--- src/rtl/i2c_irq_flag.sv ---
module i2c_irq_flag #(
  parameter int CNT_W    = 4,
  parameter int WAIT_CLK = 8,
  parameter int ACK_CLK  = 9
) (
  input  logic             clk,
  input  logic             rst_n,
  input  logic             cfg_master,
  input  logic             cfg_wait_en,
  input  logic             cfg_ack_chk,
  input  logic             cfg_al_ie,
  input  logic             cfg_stop_mask,
  input  logic             cmd_start,
  input  logic             ev_start,
  input  logic             ev_stop,
  input  logic             ev_scl_fall,
  input  logic             ev_scl_rise,
  input  logic [CNT_W-1:0] bit_cnt,
  input  logic             ev_ack_rx,
  input  logic             ack_val,
  input  logic             ev_arb_lost,
  input  logic             ev_addr_match,
  input  logic             ev_gcall,
  input  logic             gc_rw,
  input  logic             cpu_rd,
  input  logic             cpu_wr,
  input  logic             cpu_wdata,
  output logic             irq_flag
);
  localparam logic [CNT_W-1:0] WAIT_N = CNT_W'(WAIT_CLK);
  localparam logic [CNT_W-1:0] ACK_N  = CNT_W'(ACK_CLK);

  logic start_pend, al_pend, first_frm, addr_win, rd_armed;

  wire clk8_fall = ev_scl_fall && (bit_cnt == WAIT_N);
  wire clk9_rise = ev_scl_rise && (bit_cnt == ACK_N);
  wire win_open  = !cfg_master && (ev_addr_match || (ev_gcall && !gc_rw));
  wire win_close = ev_start || ev_stop;

  wire s_mstart = cfg_master && start_pend && ev_start;
  wire s_mxfer  = cfg_master && (cfg_wait_en ? clk8_fall : clk9_rise);
  wire s_alfrm  = al_pend && first_frm && clk9_rise;
  wire s_nack   = ev_ack_rx && ack_val && cfg_ack_chk;
  wire s_al     = ev_arb_lost && cfg_al_ie;
  wire s_slave  = win_open || (!cfg_master && addr_win && clk9_rise);
  wire s_stop   = ev_stop && !cfg_stop_mask;

  wire any_set  = s_mstart | s_mxfer | s_alfrm | s_nack | s_al | s_slave | s_stop;
  wire cpu_clr  = cpu_wr && !cpu_wdata && rd_armed;

  always_ff @(posedge clk or negedge rst_n) begin
    if (!rst_n) begin
      irq_flag   <= 1'b0;
      start_pend <= 1'b0;
      al_pend    <= 1'b0;
      first_frm  <= 1'b0;
      addr_win   <= 1'b0;
      rd_armed   <= 1'b0;
    end else begin
      irq_flag <= any_set | (irq_flag & ~cpu_clr);

      if (ev_start)       start_pend <= 1'b0;
      else if (cmd_start) start_pend <= 1'b1;

      if (ev_start)       first_frm <= 1'b1;
      else if (clk9_rise) first_frm <= 1'b0;

      if (ev_arb_lost)              al_pend <= 1'b1;
      else if (s_alfrm || ev_stop)  al_pend <= 1'b0;

      if (win_open)       addr_win <= 1'b1;
      else if (win_close) addr_win <= 1'b0;

      if (cpu_wr)                 rd_armed <= 1'b0;
      else if (cpu_rd && irq_flag) rd_armed <= 1'b1;
    end
  end
endmodule


--- config.mk ---
export PLATFORM = sky130hd
export DESIGN_NAME = i2c_irq_flag
export DESIGN_NICKNAME = d
export VERILOG_FILES = /design/src/rtl/i2c_irq_flag.sv
export SDC_FILE = /design/constraint.sdc
export NUM_CORES = 1
export LEC_CHECK = 0
export ABC_AREA = 1
export BUFFER_PORTS_ARGS = -buffer_cell sky130_fd_sc_hd__buf_4
export CAP_MARGIN = 30
export CORE_AREA = 2 2 39 41
export CTS_CLUSTER_DIAMETER = 60
export DETAILED_ROUTE_END_ITERATION = 7
export DIE_AREA = 0 0 41 43
export GPL_TIMING_DRIVEN = 0
export PLACE_DENSITY = 0.65
export SLEW_MARGIN = 10
export SYNTH_ARGS = -nofsm -noshare
export SYNTH_HDL_FRONTEND = slang
export SYNTH_SLANG_ARGS = --single-unit
--- constraint.sdc ---
create_clock -name clk -period 0.8 [get_ports clk]
set_input_delay 0.16 -clock clk [delete_from_list [all_inputs] [get_ports clk]]
set_output_delay 0.16 -clock clk [all_outputs]
set_load 0.005 [all_outputs]
==> impl_results.md <==
- DRT Pass-1 Iters: 3
- Die X: between 40 and 50 um
- # rows: 14
- FF-to-FF path depth: 5
- Syn_area_per_cell: 6.86 sq um
- Failing checks: negative setup slack
- Largest net degree at the start of global routing: 7
- Total leakage power: 0.352 nW
- Synthesized instance count: between 50 and 60
- Clk slew on worst S/H paths: around 40 ps
- Post-route ant nets: 0
- CTS H-Tree Depth: 1
- Status: finished, violations left
- Core area: 0.00138 sq mm
- Synthesized-area fraction occupied by xor and xnor cells: 0%
- Power Density: 1240 mW/mm^2
- Slew @ Worst Pin: around 190 ps
- Initial antenna violation count: 0
- Largest family of logic cells by synthesized area: simple AND/OR/NAND/NOR gates
- Max-cap violation count: 0
- Area Growth Syn to Fin: 72.0%
- Final setup vio count: 2
- Avg WL per Cell: 8.52 um
- Initial drt markers: 9
- Worst Hold Path Cells: 2
- Post-synthesis cell area: around 370 sq um
- DRC viols: 0
- Rel. slew slack: roughly 87%
- CTS Root Buffer Type: clkbuf_4
- Unrepaired setup endpoints after global routing: yes
- Tcrit/Tclk final: 114%
- WP buf/inv: 1
- Total power: 0.000788 W
- Layout cells sized above 1: between 40% and 50%
- Simple-Gate Fraction of Synth Area: between 30 and 40%
- Hpwl dp: 694 um
- Number of distinct library cells after synthesis: 15
- Yosys warns: 0
- Inserted Clock Buffers: 3
- Mux contribution to synthesized area: 0%
- Setup crit start kind: register
- Setup ws final: -114 ps
- CP top delay family: flip-flops
- Crit-path max cell delay: 390 ps
- Latest clock arrival within the worst-skew pair: ~240 ps
- Fin. Hold Viols: 0
- Setup Skew: 3.07 ps
- Category of the most critical setup path: register to output port
- Peak Freq: 1.09 GHz
- Critical path arrival: 750 ps
- TritonCTS sink count: 6
- Crit end category: output port
- Initial core utilization: 26.8%
- Final Util: 46.0%
- #FFs+latches synth: 6
- Max Buffers Root-to-Sink: 2
- # IOs: 26
- Grt total ovfl: 0
- Critical Path Stages: 1
- CP Cell Sequence: buf_6
- Sequential share of the synthesized area: 40.5%
- First-pass GRT wire length: about 1.4 mm
- VDD IR max: approximately 0.74 mV
- Synth Area in Compound Gates: 9.80%
- Vias in the first global route: roughly 370
- Nets: 111
- Adder-Cell Fraction of Synth Area: 0%
- Min cycle time layout: 914 ps
- Required time of the critical path: between 600 and 700 ps
- Fin. max-slew vios: 0
- Hold crit path type: input port to register
- WL final: 852 um
- Critical Path Fanout Max: 2
- CTS tree: done
- CP max stage cell: dfrtp_1
- Vias per inst: roughly 4
- Die H: 43 um
- Die Area: 0.00176 sq mm
- Syn nets: 79
- Gr usage total: between 10% and 20%
- # port buffers: 25
- RePlAce Congestion: 0.703
- N_diodes: 0
- DR vias: 410
cell type report:
type	count	area, sq um
Inverter	11	41.3
Timing Repair Buffer	27	213
Tap cell	16	20.0
Fill cell	141	747
Multi-Input combinational cell	37	190
Clock buffer	3	22.5
Sequential cell	6	150
cell families (layout without fill, tap and decap cells):
logic type / count (synthesis) / after routing
AO/OA/AOI/OAI: 5 / 5
buffers and inverters: 11 / 41
flip-flops: 6 / 6
AND/OR/NAND/NOR: 32 / 32
state kept, by name (all words and copies together) (netlist names):
signal,flops
addr_win,1
first_frm,1
al_pend,1
start_pend,1
rd_armed,1
irq_flag,1
timing repair:
item	4_1_cts	5_1_grt
buffers inserted	1	0
endpoints found under the setup margin	2	3
hold buffers	1	0
endpoints found under the hold margin	6	0
gates resized for setup	2	3
pin swaps	0	3
power by group:
| group | total (W) | switching [W] | internal, W |
|---|---|---|---|
| combinational | 0.000188 | 0.0000741 | 0.000114 |
| clock | 0.000267 | 0.0000983 | 0.000169 |
| sequential | 0.000333 | 0.0000102 | 0.000322 |
| total | 0.000788 | 0.000183 | 0.000605 |
cell usage after synthesis (all sizes together):
library cell  instances  share of area [%]
inv                  11                 11
a21oi                 2                3.7
nor2                 10                 11
nand3b                1                2.0
nand2                17                 17
o31ai                 1                2.0
nand3                 3                6.8
o21bai                1                2.0
a21o                  1                2.0
nand4                 1                1.7
dfrtp                 6                 41
cell usage in the layout (no fill, tap or decap), drive strengths merged, types with 2 or more instances in the layout:
| master | instances |
|---|---|
| inv | 11 |
| nand3 | 3 |
| nor2 | 10 |
| dfrtp | 6 |
| buf | 26 |
| a21oi | 2 |
| clkbuf | 3 |
| nand2 | 17 |
path summary, 6_finish.rpt:
kind | start | end | slack (ps)
min in group asynchronous | rst_n | al_pend | 270
worst min-delay path | cpu_wr | rd_armed | 80
worst max-delay path | irq_flag | irq_flag | -110
max in group asynchronous | rst_n | addr_win | 410
worst max register to register | irq_flag | irq_flag | -90
worst min register to register | first_frm | first_frm | 480
layer usage:
| layer | track usage (%) | share of wire, % | vias to the layer above |
|---|---|---|---|
| li1 | - | - | 225 |
| met1 | 13.9 | 43 | 174 |
| met2 | 17.8 | 50 | 11 |
| met3 | 3.66 | 6.0 | 0 |
| met4 | 6.00 | 0 | 0 |
| met5 | 0 | 0 | - |
metrics by stage:
step	instance area, sq um	hold slack [ps]	instances	TNS (ps)	setup slack [ps]
2_1_floorplan	370	-136	54	0	30.1
3_3_place_gp	578	-29.6	95	-135	-51.0
3_5_place_dp	578	-27.9	95	-118	-46.9
4_1_cts	626	75.9	100	-207	-105
5_1_grt	637	66.2	100	-301	-150
6_report	637	79.4	100	-207	-114
No activity file was read; power rests on OpenSTA's default activity.
